--- src/rtl/aow_pkg.sv ---
package aow_pkg;
  typedef enum logic [2:0] {
    PH_IDLE    = 3'd0,
    PH_LEAD    = 3'd1,
    PH_WIN     = 3'd2,
    PH_TAIL    = 3'd3,
    PH_CHOLD   = 3'd4,
    PH_CLISTEN = 3'd5
  } aow_phase_e;
endpackage

--- src/rtl/aow_byte_tick.sv ---
module aow_byte_tick #(
  parameter int BIT_W         = 8,
  parameter int BITS_PER_BYTE = 8
) (
  input  logic             clk,
  input  logic             rst_n,
  input  logic             clear,
  input  logic             run,
  input  logic [BIT_W-1:0] bit_len,
  output logic             tick
);
  localparam int IDX_W = (BITS_PER_BYTE > 1) ? $clog2(BITS_PER_BYTE) : 1;
  localparam logic [IDX_W-1:0] IDX_LAST = IDX_W'(BITS_PER_BYTE - 1);

  logic [BIT_W-1:0] cyc_q;
  logic [IDX_W-1:0] idx_q;
  logic             bit_end;

  assign bit_end = (cyc_q == bit_len - BIT_W'(1));
  assign tick    = run && bit_end && (idx_q == IDX_LAST);

  always_ff @(posedge clk) begin
    if (!rst_n || clear) begin
      cyc_q <= '0;
      idx_q <= '0;
    end else if (run) begin
      if (bit_end) begin
        cyc_q <= '0;
        if (idx_q == IDX_LAST) idx_q <= '0;
        else                   idx_q <= idx_q + IDX_W'(1);
      end else begin
        cyc_q <= cyc_q + BIT_W'(1);
      end
    end
  end
endmodule

--- src/rtl/aow_len_decode.sv ---
module aow_len_decode #(
  parameter int CODE_W = 4,
  parameter int CNT_W  = 16
) (
  input  logic [CODE_W-1:0] code,
  output logic [CNT_W-1:0]  win_extra,
  output logic              is_cont
);
  assign is_cont   = &code;
  assign win_extra = CNT_W'(1) << code;
endmodule

--- src/rtl/aow_window_timer.sv ---
module aow_window_timer #(
  parameter int BIT_W           = 8,
  parameter int BITS_PER_BYTE   = 8,
  parameter int CODE_W          = 4,
  parameter int SEL_W           = 4,
  parameter int CNT_W           = 16,
  parameter int CONT_HOLD_BYTES = 32769
) (
  input  logic              clk,
  input  logic              rst_n,
  input  logic              start_i,
  input  logic              cmd_i,
  input  logic              reinit_i,
  input  logic [CODE_W-1:0] code_i,
  input  logic [SEL_W-1:0]  sel_i,
  input  logic [BIT_W-1:0]  bit_period_i,
  output logic              ana_en_o,
  output logic [SEL_W-1:0]  sel_o,
  output logic              holdoff_o
);
  import aow_pkg::*;

  localparam logic [CNT_W-1:0] CONT_FIRST = CNT_W'(CONT_HOLD_BYTES - 2);
  localparam logic [CNT_W-1:0] CONT_FULL  = CNT_W'(CONT_HOLD_BYTES - 1);

  aow_phase_e        phase_q;
  logic [CNT_W-1:0]  left_q;
  logic [CODE_W-1:0] code_q;
  logic [SEL_W-1:0]  sel_q;
  logic [BIT_W-1:0]  bp_q;

  logic             accept, restart, run, tick, is_cont;
  logic [CNT_W-1:0] win_extra;

  assign accept  = (phase_q == PH_IDLE) && start_i && !reinit_i;
  assign restart = (phase_q == PH_CLISTEN) && (start_i || cmd_i) && !reinit_i;
  assign run     = (phase_q != PH_IDLE) && (phase_q != PH_CLISTEN);

  aow_byte_tick #(.BIT_W(BIT_W), .BITS_PER_BYTE(BITS_PER_BYTE)) u_tick (
    .clk    (clk),
    .rst_n  (rst_n),
    .clear  (accept || restart || reinit_i),
    .run    (run),
    .bit_len(bp_q),
    .tick   (tick)
  );

  aow_len_decode #(.CODE_W(CODE_W), .CNT_W(CNT_W)) u_len (
    .code     (code_q),
    .win_extra(win_extra),
    .is_cont  (is_cont)
  );

  always_ff @(posedge clk) begin
    if (!rst_n) begin
      phase_q <= PH_IDLE;
      left_q  <= '0;
      code_q  <= '0;
      sel_q   <= '0;
      bp_q    <= BIT_W'(1);
    end else if (reinit_i) begin
      phase_q <= PH_IDLE;
      left_q  <= '0;
    end else if (accept) begin
      phase_q <= PH_LEAD;
      left_q  <= '0;
      code_q  <= code_i;
      sel_q   <= sel_i;
      bp_q    <= (bit_period_i == '0) ? BIT_W'(1) : bit_period_i;
    end else if (restart) begin
      phase_q <= PH_CHOLD;
      left_q  <= CONT_FULL;
    end else if (tick) begin
      if (left_q != '0) begin
        left_q <= left_q - CNT_W'(1);
      end else begin
        case (phase_q)
          PH_LEAD: begin
            if (is_cont) begin
              phase_q <= PH_CHOLD;
              left_q  <= CONT_FIRST;
            end else begin
              phase_q <= PH_WIN;
              left_q  <= win_extra;
            end
          end
          PH_WIN:   phase_q <= PH_TAIL;
          PH_TAIL:  phase_q <= PH_IDLE;
          PH_CHOLD: phase_q <= PH_CLISTEN;
          default:  phase_q <= PH_IDLE;
        endcase
      end
    end
  end

  assign ana_en_o  = (phase_q == PH_WIN) || (phase_q == PH_CHOLD) || (phase_q == PH_CLISTEN);
  assign holdoff_o = (phase_q == PH_LEAD) || (phase_q == PH_WIN) ||
                     (phase_q == PH_TAIL) || (phase_q == PH_CHOLD);
  assign sel_o     = sel_q;
endmodule

--- config.mk ---
export PLATFORM = sky130hd
export DESIGN_NAME = aow_window_timer
export DESIGN_NICKNAME = d
export VERILOG_FILES = /design/src/rtl/aow_pkg.sv /design/src/rtl/aow_byte_tick.sv /design/src/rtl/aow_len_decode.sv /design/src/rtl/aow_window_timer.sv
export SDC_FILE = /design/constraint.sdc
export NUM_CORES = 1
export LEC_CHECK = 0
export BUFFER_PORTS_ARGS = -buffer_cell sky130_fd_sc_hd__buf_2
export CAP_MARGIN = 20
export CORE_MARGIN = 4
export CORE_UTILIZATION = 54
export CTS_CLUSTER_DIAMETER = 150
export DETAILED_ROUTE_END_ITERATION = 12
export PLACE_DENSITY = 0.76
export SYNTH_ARGS = -nofsm -noshare
export SYNTH_HDL_FRONTEND = slang
export SYNTH_HIERARCHICAL = 1
export SYNTH_SLANG_ARGS = --single-unit
--- constraint.sdc ---
create_clock -name clk -period 3.18 [get_ports clk]
set_input_delay 0.159 -clock clk [delete_from_list [all_inputs] [get_ports clk]]
set_output_delay 0.159 -clock clk [all_outputs]
set_load 0.02 [all_outputs]
# Yosys cells after proc, flatten, opt, wreduce, memory -nomap -nowiden
# Index checks and enable logic that the tools add are counted.
# W data, S select, Z words.
[classes]
addsub = 4
eq_ne = 10
shift = 1
muxes = 14
n_bitwise = 3
n_reduce_logical = 37
[ops]
columns = ["op", "n"]
rows = [
  ["$mux W16", 5],
  ["$mux W8", 2],
  ["$reduce_bool A16 Y1", 1],
  ["$shl A1 B4 Y16 const A", 1],
  ["$sub A16 B1 Y16 const B", 1],
  ["$mux W3", 5],
  ["$reduce_and A2 Y1", 7],
  ["$eq A3 B3 Y1 const B", 3],
  ["$logic_or A1 B1 Y1", 9],
  ["$pmux W3 S3", 1],
  ["$reduce_bool A3 Y1", 3],
  ["$add A8 B1 Y8 const B", 1],
  ["$eq A8 B8 Y1", 1],
  ["$logic_not A8 Y1", 1],
  ["$sub A8 B1 Y8 const B", 1],
  ["$logic_and A1 B1 Y1", 7],
  ["$eq A3 B2 Y1 const B", 2],
  ["$ne A3 B3 Y1 const B", 2],
  ["$reduce_and A4 Y1", 1],
  ["$reduce_bool A2 Y1", 2],
  ["$reduce_or A4 Y1", 1],
  ["$add A3 B1 Y3 const B", 1],
  ["$eq A3 B1 Y1 const B", 1],
  ["$logic_not A3 Y1", 1],
  ["other kinds (6)", 9],
]
[word_totals]
register_bits = 46
in_bits = 21
out_inout_bits = 6
word_cells = 79

# Depth between registers and ports, before layout
# Gate-level depths: netlist of the first run.
[depth]
ltp_word = 7
ltp_mapped = 16
depth_no_buf = 13

# Cells and area by module
# The synthesis of the first run kept the hierarchy.
[by_module_without_submodules]
columns = ["mod", "instances", "cells_each", "area_each_um2", "seq_area_each_um2"]
rows = [
  ["aow_window_timer", 1, 261, 2023.2, 700.7],
  ["aow_byte_tick", 1, 103, 855.8, 220.2],
  ["aow_len_decode", 1, 21, 235.2, 0.0],
]

# Worst setup path before layout of the first run
# Ideal clock, no wire load.
[synth_path]
path_type = "register -> register"
startpoint = "register bp_q[0]"
endpoint = "register left_q[12]"
setup_ns = 0.086
arrival_ns = 2.938
required_ns = 3.094
path_slack_ns = 0.156
stages_incl_launch_ff = 17
n_path_buf = 3
synth_period_minus_slack_ns = 3.024
path_cell_list = "dfxtp_1 > inv_1 > ha_1 > buf_2 > o21bai_1 > a211oi_1 > o21bai_1 > and2_1 > buf_6 > nor2_4 > and3_1 > buf_2 > nor4b_1 > nand2_1 > o21ba_2 > a21oi_1 > a211oi_1"
[synth_between]
elab_chain_len = 5
[synth_rtl]
columns = ["item", "line_no", "source"]
rows = [
  ["start, declared", "aow_window_timer.sv:30", "logic [BIT_W-1:0] bp_q;"],
  ["start signal, assigned", "aow_window_timer.sv:69", "bp_q <= (bit_period_i == '0) ? BIT_W'(1) : bit_period_i;"],
  ["$sub A8 B1 Y8", "aow_byte_tick.sv:19", "assign bit_end = (cyc_q == bit_len - BIT_W'(1));"],
  ["$eq A8 B8 Y1", "aow_byte_tick.sv:19", ""],
  ["$logic_and A1 B1 Y1 (2 in series)", "aow_byte_tick.sv:20", "assign tick = run && bit_end && (idx_q == IDX_LAST);"],
  ["via tick", "aow_window_timer.sv:32", "logic accept, restart, run, tick, is_cont;"],
  ["$reduce_and A2 Y1 (no source line)", "-", ""],
  ["end signal, assigned", "aow_window_timer.sv:75", "left_q <= left_q - CNT_W'(1);"],
  ["end signal, assigned", "aow_window_timer.sv:84", "left_q <= win_extra;"],
  ["end, declared", "aow_window_timer.sv:27", "logic [CNT_W-1:0] left_q;"],
]
# The timed path passes the listed nets, and every way through them passes these cells.
# A chain may end at the register's enable or synchronous reset.

# Worst setup path in the final report of the first run
[layout_path]
startpoint = "register bp_q[1]"
endpoint = "register left_q[9]"
# Same word-level chain as after synthesis.

==> results of run 1 <==
## synthesized netlist by cell type, types with 3 or more instances
library cell,n
a211oi_1,10
o311ai_1,3
inv_1,13
nor4_1,6
nand4_1,8
or3_1,3
a32o_1,3
and3_1,3
xor2_1,8
nand2_1,58
and4_1,3
nand3b_1,3
o22ai_1,6
mux2i_1,4
and4b_1,4
nor2_1,14
o21ai_1,7
nor3_1,7
or4_1,3
ha_1,6
nand3_1,8
o31ai_1,10
nor2b_1,5
and2_1,3
buf_2,4
nor4b_2,4
o21ai_0,5
clkbuf_1,15
buf_4,5
a21oi_1,44
and4bb_2,6
xnor2_1,10
dfxtp_1,46
nand2b_1,7
## metal layers
layer	part of all wire (%)	vias up	track usage (%)
met5	0	-	0
met1	46	1375	32.21
met3	6.8	17	4.047
li1	-	1480	-
met4	1.3	0	4.825
met2	45	138	34.71
## flip-flops by register name, indices dropped and copies added (netlist names)
signal	flops
bp_q	8
code_q	4
left_q	16
phase_q	3
sel_o	4
u_tick/cyc_q	8
u_tick/idx_q	3
## metrics by stage
stage,worst slack (ps),instance area (sq um),util (%),std cells
after floorplan,156.5,3114,-,385
after global placement,261.8,3318,59.89,472
after detailed placement,144.8,3318,59.89,472
after CTS,110.9,3416,61.65,480
after global routing,2.144,3446,62.20,482
final,202.0,3446,62.20,482
## report_power, final
group	total (mW)	switching, mW	internal, mW
logic	0.166	0.0975	0.0684
clock network	0.394	0.230	0.165
registers	0.604	0.0175	0.586
## worst min path at each step
stage,start,slack (ps),to,cells past startpoint
6_report,reinit_i,50,phase_q[0],2
5_1_grt,reinit_i,60,phase_q[0],2
3_3_place_gp,reinit_i,380,phase_q[0],2
3_5_place_dp,reinit_i,390,phase_q[0],2
2_1_floorplan,rst_n,230,bp_q[0],1
4_1_cts,reinit_i,50,phase_q[0],2
## cells by family after synthesis
logic type               count (synthesis)  share of synthesized area [%]
AND/OR/NAND/NOR                        160                          32.10
XOR/XNOR                                18                          5.062
adder cells (fa/ha/maj)                  6                          2.411
AO/OA/AOI/OAI                          112                          23.86
flip-flops                              46                          29.57
multiplexers                             4                          1.286
buffers and inverters                   39                          5.705
## area by class of cell
cell class              count  area (sq um)  share of cell area (%)
flip-flops and latches     46         920.9                   26.72
repair buffers             43         257.7                   7.480
clock inverters             3         28.78                  0.8352
multi-input cells         300          2031                   58.93
clock buffers               5         68.82                   1.997
well taps                  72         90.09                   2.614
inverters                  13         48.80                   1.416
## what timing repair did
| action | CTS | global route |
|---|---|---|
| hold buffers | 0 | 0 |
| endpoints found under the setup margin | 0 | 7 |
| resized for setup | 0 | 2 |
| setup buffers | 0 | 2 |
==> results.sh, run 1 <==
export IMPL_die_area_sq_um=7046
export IMPL_synth_area_leader_cell="dfxtp_1"
export IMPL_rr_worst_depth=13
export IMPL_synth_area_leaders="dfxtp_1 30%, a21oi_1 7.1%, nand2_1 7.0%"
export IMPL_io_pins=27
export IMPL_path_cells="inv_1 > ha_1 > o21bai_1 > a211oi_1 > o21bai_1 > and2_1 > nor2_4 > and3_1 > buf_4 > o31a_1 > buf_4 > a21oi_1 > a211oi_1"
export IMPL_max_stage_delay_ps=410
export IMPL_start_util_pct=56.21
export IMPL_layout_commonest_cell="nand2_1"
export IMPL_cts_sinks=46
export IMPL_p_per_area_nw_per_um2=337.9
export IMPL_whs_ps=53.99
export IMPL_endpoint_kind="flop"
export IMPL_status="finished, final reports clean"
export IMPL_core_sq_um=5540
export IMPL_area_growth_pct=10.65
export IMPL_nets=436
export IMPL_syn_num_nets=412
export IMPL_nFillCells=503
export IMPL_cts_made_buffers=5
export IMPL_grt_pass1_wl_mm=13.29
export IMPL_diodes=0
export IMPL_wl_per_cell_microns=16.12
export IMPL_cp_max_fo=9
export IMPL_ys_async_sr_fraction_pct=0
export IMPL_syn_area_sq_um=3114
export IMPL_relSlewSlack_pct=54.89
export IMPL_hold_violations=0
export IMPL_viasPerCell=6.245
export IMPL_antenna_left=0
export IMPL_fp_dieH_microns=83.94
export IMPL_synth_enable_flop_cells=0
export IMPL_hpwl_mm=5.369
export IMPL_synth_cells=385
export IMPL_power_mw=1.164
export IMPL_synth_ff_type="dfxtp_1"
export IMPL_drv_slew=0
export IMPL_p_leak_nw=1.291
export IMPL_synth_top_area_share_pct=29.57
export IMPL_cp_startpoint="bp_q[1]"
export IMPL_worst_path_buf_inv=3
export IMPL_ctsHtreeMaxLevel=2
export IMPL_period_needed_ps=2978
export IMPL_min_period_over_period_pct=93.65
export IMPL_hold_path_class="in2reg"
export IMPL_route_detailed_drc=0
export IMPL_port_buffers=26
export IMPL_drive_gt1_share_pct=18.78
export IMPL_fin_worst_skew_ps=10.75
export IMPL_routed_wl_mm=7.772
export IMPL_routabilityCongestion=0.9092
export IMPL_required_ps=3410
export IMPL_rrSetupSlack_ps=200
export IMPL_irDropWorstVdd_v=0.0002544
export IMPL_maxCapViolations=0
export IMPL_worst_setup_path_type="reg2reg"
export IMPL_yosysWarnings=6
export IMPL_synth_seq_cells=46
export IMPL_overflow=0
export IMPL_cts_buffer_depth=2
export IMPL_fp_row_count=27
export IMPL_drtIter0Drc=275
export IMPL_finalSetupViolations=0
export IMPL_grt_use_total_pct=22.35
export IMPL_crit_path_top_delay_cell="dfxtp_1"
export IMPL_cts_tree="yes"
export IMPL_drt_pass1_iter_count=5
export IMPL_grt_max_degree=19
export IMPL_cp_top_family="compound AO/OA/AOI/OAI gates"
export IMPL_insertion_delay_ps=310
export IMPL_rsz0062_at_grt="no"
export IMPL_synth_area_per_cell_sq_um=8.089
export IMPL_mostFrequentLayoutCells="58 x nand2_1, 46 x dfxtp_1, 44 x a21oi_1, 26 x buf_2, 17 x buf_4"
export IMPL_max_freq_mhz=335.8
export IMPL_tightest_slew_ps=675.7
export IMPL_tns_ps=0
export IMPL_grt_pass1_vias=2759
export IMPL_crit_end="left_q[9]"
export IMPL_cp_depth=13
export IMPL_die_w_microns=83.94
export IMPL_yosysUniqueCellTypes=67
export IMPL_root_buffer="clkbuf_8"
export IMPL_r2r_start="bp_q[1]"
export IMPL_cp_start_kind="flop"
export IMPL_cp_data_arrival_time_ps=3210
export IMPL_r2r_end="left_q[9]"
export IMPL_clkTransAtPathRegs_ps=100
export IMPL_antenna_found_initial=0
export IMPL_ys_seq_area_share_pct=29.57
export IMPL_vias=3010
(Power assumes the default switching activity.)
==> run 2, diff against run 1 <==
Settings changed: CELL_PAD_IN_SITES_DETAIL_PLACEMENT set to 2, CELL_PAD_IN_SITES_GLOBAL_PLACEMENT set to 2, CORE_UTILIZATION 54 to 32, MAX_ROUTING_LAYER set to met4, PLACE_DENSITY 0.76 to unset, PLACE_DENSITY_LB_ADDON set to 0.1.
==> run 2 against run 1 <==
  * Utilization down 24 points
  * Sequential power down 1%
  * Sequential share of layout area down 0.74 points
  * Total power up 0.50%
  * First-iteration DRC count down 56%
  * Flip-flop and latch count unchanged
  * Design area up 3.0%
  * Highest routed layer unchanged
  * Worst hold slack better by 1.5 ps
==> results.sh, run 2 (same netlist as run 1, synthesis figures left out) <==
export IMPL_tns_ps=0
export IMPL_max_stage_delay_ps=370
export IMPL_placed_cells=537
export IMPL_hpwl_mm=7.596
export IMPL_cts_sinks=46
export IMPL_cts_resized=0
export IMPL_endpoint_kind="flop"
export IMPL_insertion_delay_ps=310
export IMPL_clkTransAtPathRegs_ps=100
export IMPL_fp_dieH_microns=106.7
export IMPL_design_area_sq_um=3548
export IMPL_mostFrequentLayoutCells="58 x nand2_1, 45 x dfxtp_1, 44 x a21oi_1, 26 x buf_2, 23 x buf_4"
export IMPL_power_mw=1.170
export IMPL_largest_register_ffs=16
export IMPL_antenna_left=0
export IMPL_cts_buffer_depth=2
export IMPL_irDropWorstVdd_v=0.0001642
export IMPL_viasPerCell=5.653
export IMPL_worstHoldPathCells=2
export IMPL_grt_pass1_vias=3376
export IMPL_tightest_slew_ps=614.2
export IMPL_diodes=0
export IMPL_met3_length_microns=282
export IMPL_io_pins=27
export IMPL_layout_cells_non_filler=545
export IMPL_relSlewSlack_pct=59.05
export IMPL_path_cells="inv_1 > ha_1 > o21bai_1 > a211oi_2 > o21bai_1 > and2_1 > nor2_4 > and3_1 > buf_4 > o31a_1 > buf_4 > a21oi_1 > a211oi_1"
export IMPL_placed_area_sq_um=3450
export IMPL_hold_path_class="in2reg"
export IMPL_dr_wl_met2_mm=4.716
export IMPL_cts_tree="yes"
export IMPL_cp_max_fo=9
export IMPL_grt_max_degree=19
export IMPL_nFillCells=1117
export IMPL_layout_commonest_cell="nand2_1"
export IMPL_post_cts_buffers=0
export IMPL_port_buffers=26
export IMPL_nets=442
export IMPL_utilization_pct=37.86
export IMPL_routed_wl_mm=10.41
export IMPL_antenna_found_initial=0
export IMPL_largest_register="left_q"
export IMPL_period_needed_ps=2928
export IMPL_drtIter0Drc=120
export IMPL_finalSetupViolations=0
export IMPL_ctsHtreeMaxLevel=2
export IMPL_worst_setup_path_type="reg2reg"
export IMPL_max_freq_mhz=341.6
export IMPL_cts_hold_fix_buffers=0
export IMPL_area_growth_pct=13.94
export IMPL_overflow=0
export IMPL_crit_path_top_delay_cell="dfxtp_1"
export IMPL_core_sq_um=9371
export IMPL_r2r_end="left_q[11]"
export IMPL_vias=3081
export IMPL_die_w_microns=106.7
export IMPL_fin_worst_skew_ps=11.38
export IMPL_drt_pass1_iter_count=4
export IMPL_wl_per_cell_microns=19.10
export IMPL_p_per_area_nw_per_um2=329.8
export IMPL_drive_gt1_share_pct=20.19
export IMPL_root_buffer="clkbuf_8"
export IMPL_rrSetupSlack_ps=250
export IMPL_cp_start_kind="flop"
export IMPL_whs_ps=55.51
export IMPL_largestRegisters="left_q x16, bp_q x8, u_tick/cyc_q x8"
export IMPL_min_to="phase_q[0]"
export IMPL_grt_pass1_wl_mm=17.51
export IMPL_cp_data_arrival_time_ps=3140
export IMPL_status="finished, final reports clean"
export IMPL_rr_worst_depth=13
export IMPL_maxCapViolations=0
export IMPL_drv_slew=0
export IMPL_required_ps=3400
export IMPL_r2r_start="bp_q[0]"
export IMPL_holdCritStartpoint="reinit_i"
export IMPL_cts_made_buffers=5
export IMPL_dp_slack_ps=153.6
export IMPL_top_layer_used="met4"
export IMPL_die_area_sq_um=11370
export IMPL_route_detailed_drc=0
export IMPL_fp_row_count=35
export IMPL_min_period_over_period_pct=92.06
export IMPL_routabilityCongestion=0.8060
export IMPL_grt_use_total_pct=19.56
export IMPL_hold_violations=0
export IMPL_p_leak_nw=1.315
export IMPL_wl_met1_mm=5.335
export IMPL_start_util_pct=33.23
export IMPL_fin_ws_ps=252.4
[run 2: cell types whose count changed in the layout (fill, tap and decap cells not counted)]
cell	before	now
nor4b_4	2	1
nor4b_2	4	5
inv_6	1	0
inv_8	1	0
clkinv_2	0	1
a211oi_2	0	1
a211oi_1	10	9
dfxtp_2	0	1
clkbuf_1	0	1
buf_4	17	23
dfxtp_1	46	45
[run 2: area by class of cell]
| class | instances | area [sq um] | area share [%] |
|---|---|---|---|
| clock buffers | 6 | 72.57 | 2.045 |
| clock inverters | 2 | 13.76 | 0.3879 |
| inverters | 13 | 48.80 | 1.375 |
| multi-input cells | 300 | 2027 | 57.12 |
| flip-flops and latches | 46 | 922.1 | 25.99 |
| well taps | 129 | 161.4 | 4.549 |
| repair buffers | 49 | 302.8 | 8.533 |
[run 2: how the worst max path moves through the flow]
stage               cells past startpoint     from  slack, ps          to
global route                           14  bp_q[0]        -10  left_q[12]
global placement                       14  bp_q[1]        300  left_q[12]
finish                                 13  bp_q[0]        250  left_q[11]
CTS                                    14  bp_q[1]        130  left_q[12]
detailed placement                     14  bp_q[1]        150  left_q[12]
floorplan                              16  bp_q[0]        160  left_q[12]
[run 2: critical path, delay by kind of cell, from the launching register on]
family	cells	cell delay [ps]
AOI/OAI and AO/OA	6	1210
adders and majority gates	1	280
buffers and inverters	3	470
DFF	1	370
and+or+nand+nor	3	490
[run 2: layer usage]
metal | up-vias | global-route usage (%)
li1 | 1488 | -
met1 | 1538 | 28.00
met2 | 47 | 29.99
met3 | 8 | 2.649
met4 | 0 | 3.288
met5 | - | -
[run 2: where the power goes]
| part | total [mW] | switching, mW | leakage, nW | internal [mW] |
|---|---|---|---|---|
| clock | 0.383 | 0.227 | 0.0452 | 0.156 |
| combinational | 0.189 | 0.115 | 0.897 | 0.0739 |
| sequential | 0.598 | 0.0117 | 0.373 | 0.587 |
==> run 3, diff against run 2 <==
Settings changed: BUFFER_PORTS_ARGS -buffer_cell sky130_fd_sc_hd__buf_2 to unset, CORE_UTILIZATION 32 to 35, DONT_BUFFER_PORTS set to 1, MAX_ROUTING_LAYER met4 to unset.
==> run 3 against run 2 <==
  * Sequential share of layout area down 0.12 points
  * Worst hold slack got worse by 20 ps
  * Register-to-register slack got worse by 80 ps
  * Non-clock buffer count is 10 lower
  * Final cell count down 5.7%
  * Total power grew 1.5%
  * Fmax decreased by 2.7%
  * Global-route usage increased by 1.4 points
  * First-iteration DRC count fell by 18%
==> results.sh, run 3 (same netlist as run 1, synthesis figures left out) <==
export IMPL_status="finished, final reports clean"
export IMPL_antenna_left=0
export IMPL_layout_commonest_cell="nand2_1"
export IMPL_cts_buffer_depth=2
export IMPL_io_pins=27
export IMPL_drtIter0Drc=98
export IMPL_cts_sinks=46
export IMPL_grt_use_total_pct=21.00
export IMPL_path_cells="inv_1 > ha_1 > nand2b_1 > a21oi_1 > a31oi_1 > o2111ai_2 > nor2_4 > and3_1 > nor4b_2 > nand2_1 > o21ba_2 > a21oi_1 > a211oi_1"
export IMPL_die_w_microns=102.3
export IMPL_nets=432
export IMPL_finalSetupViolations=0
export IMPL_die_area_sq_um=10470
export IMPL_rrSetupSlack_ps=170
export IMPL_port_buffers=0
export IMPL_grt_pass1_vias=3208
export IMPL_tns_ps=0
export IMPL_r2r_end="left_q[12]"
export IMPL_max_freq_mhz=332.2
export IMPL_tightest_slew_ps=701.4
export IMPL_overflow=0
export IMPL_relSlewSlack_pct=53.18
export IMPL_fp_dieH_microns=102.3
export IMPL_cts_made_buffers=5
export IMPL_sw_frac_of_total_pct=29.23
export IMPL_grt_pass1_wl_mm=17.28
export IMPL_period_needed_ps=3010
export IMPL_cp_max_fo=8
export IMPL_layout_cells_non_filler=514
export IMPL_required_ps=3410
export IMPL_internal_power_uw=840.8
export IMPL_min_to="phase_q[2]"
export IMPL_vias=3025
export IMPL_antenna_found_initial=0
export IMPL_fp_row_count=34
export IMPL_area_growth_pct=14.30
export IMPL_placed_cells=485
export IMPL_largestRegisters="left_q x16, bp_q x8, u_tick/cyc_q x8"
export IMPL_maxCapViolations=0
export IMPL_ctsHtreeMaxLevel=2
export IMPL_p_per_area_nw_per_um2=333.8
export IMPL_crit_path_top_delay_cell="dfxtp_1"
export IMPL_mostFrequentLayoutCells="58 x nand2_1, 46 x dfxtp_1, 44 x a21oi_1, 21 x buf_4, 18 x dlygate4sd3_1"
export IMPL_hold_violations=0
export IMPL_largest_register="left_q"
export IMPL_hold_path_class="in2reg"
export IMPL_power_switching_uw=347.3
export IMPL_clkTransAtPathRegs_ps=100
export IMPL_grt_max_degree=19
export IMPL_min_period_over_period_pct=94.65
export IMPL_irDropWorstVdd_v=0.0002068
export IMPL_drive_gt1_share_pct=13.30
export IMPL_largest_register_ffs=16
export IMPL_wl_per_cell_microns=20.26
export IMPL_p_clk_share_pct=34.3
export IMPL_crit_path_frequent_cell="a21oi_1"
export IMPL_cp_start_kind="flop"
export IMPL_routed_wl_mm=10.42
export IMPL_cp_data_arrival_time_ps=3240
export IMPL_endpoint_kind="flop"
export IMPL_start_util_pct=35.89
export IMPL_routabilityCongestion=0.7675
export IMPL_utilization_pct=41.02
export IMPL_r2r_start="bp_q[1]"
export IMPL_cp_startpoint="bp_q[1]"
export IMPL_rr_worst_depth=13
export IMPL_max_stage_delay_ps=330
export IMPL_drv_slew=0
export IMPL_viasPerCell=5.885
export IMPL_holdCritStartpoint="rst_n"
export IMPL_worst_setup_path_type="reg2reg"
export IMPL_fin_worst_skew_ps=8.459
export IMPL_root_buffer="clkbuf_8"
export IMPL_pwr_share_seq_pct=51.4
export IMPL_cts_tree="yes"
export IMPL_hpwl_mm=7.267
export IMPL_worstHoldPathCells=2
export IMPL_route_detailed_drc=0
export IMPL_insertion_delay_ps=310
export IMPL_drt_pass1_iter_count=4
export IMPL_core_sq_um=8678
export IMPL_diodes=0
export IMPL_p_leak_nw=1.272
export IMPL_power_frac_comb_pct=14.4
==> run 3: layout make-up <==
class,instances,area (sq um)
Clock buffer,7,86.33
Timing Repair Buffer,39,337.8
Sequential cell,46,920.9
Tap cell,108,135.1
Multi-Input combinational cell,300,2022
Fill cell,1019,5119
Inverter,13,48.80
Clock inverter,1,8.758
==> run 3: worst max-delay path by stage <==
stage / slack [ps] / endpoint / depth (start not counted)
floorplan: 160 / left_q[12] / 16
global placement: 270 / left_q[9] / 13
detailed placement: 150 / left_q[12] / 13
CTS: 110 / left_q[12] / 13
global route: -60 / left_q[12] / 13
finish: 170 / left_q[12] / 13
==> run 3: layer usage <==
metal | up-vias | wire [microns] | track usage [%]
met5 | - | 0 | 0
met1 | 1490 | 5060 | 29.81
met3 | 13 | 386 | 3.891
met2 | 47 | 4830 | 32.98
met4 | 0 | 137 | 4.945
li1 | 1475 | - | -
==> run 3: what timing repair did <==
item,CTS,global route
hold buffers,18,0
endpoints found under the hold margin,17,0
gates resized for setup,0,1
setup endpoints to repair,0,7
setup buffers,0,3
==> run 3: metrics by stage <==
step / instance area (sq um) / power, mW / hold slack (ps) / setup slack, ps
2_1_floorplan: 3114 / 0.7298 / 230.8 / 156.5
3_3_place_gp: 3256 / 0.7701 / 234.6 / 266.8
3_5_place_dp: 3256 / 0.7757 / 234.6 / 149.9
4_1_cts: 3531 / 1.204 / 23.23 / 109.4
5_1_grt: 3560 / 1.253 / 34.47 / -57.38
6_report: 3560 / 1.188 / 35.17 / 170.2
==> run 3: worst max-delay path, delay by kind of cell, from the launching register on <==
family | cells | cell delay (ps)
adders and majority gates | 1 | 320
DFF | 1 | 330
and+or+nand+nor | 5 | 1070
AOI/OAI and AO/OA | 6 | 1150
buffers and inverters | 1 | 60
==> run 3: power by group through the flow <==
stage	clock network [mW]	logic, mW	registers (mW)
finish	0.407	0.171	0.610
global route	0.452	0.188	0.613
CTS	0.423	0.171	0.611
detailed placement	0	0.152	0.624
global placement	0	0.147	0.623
floorplan	0	0.115	0.615
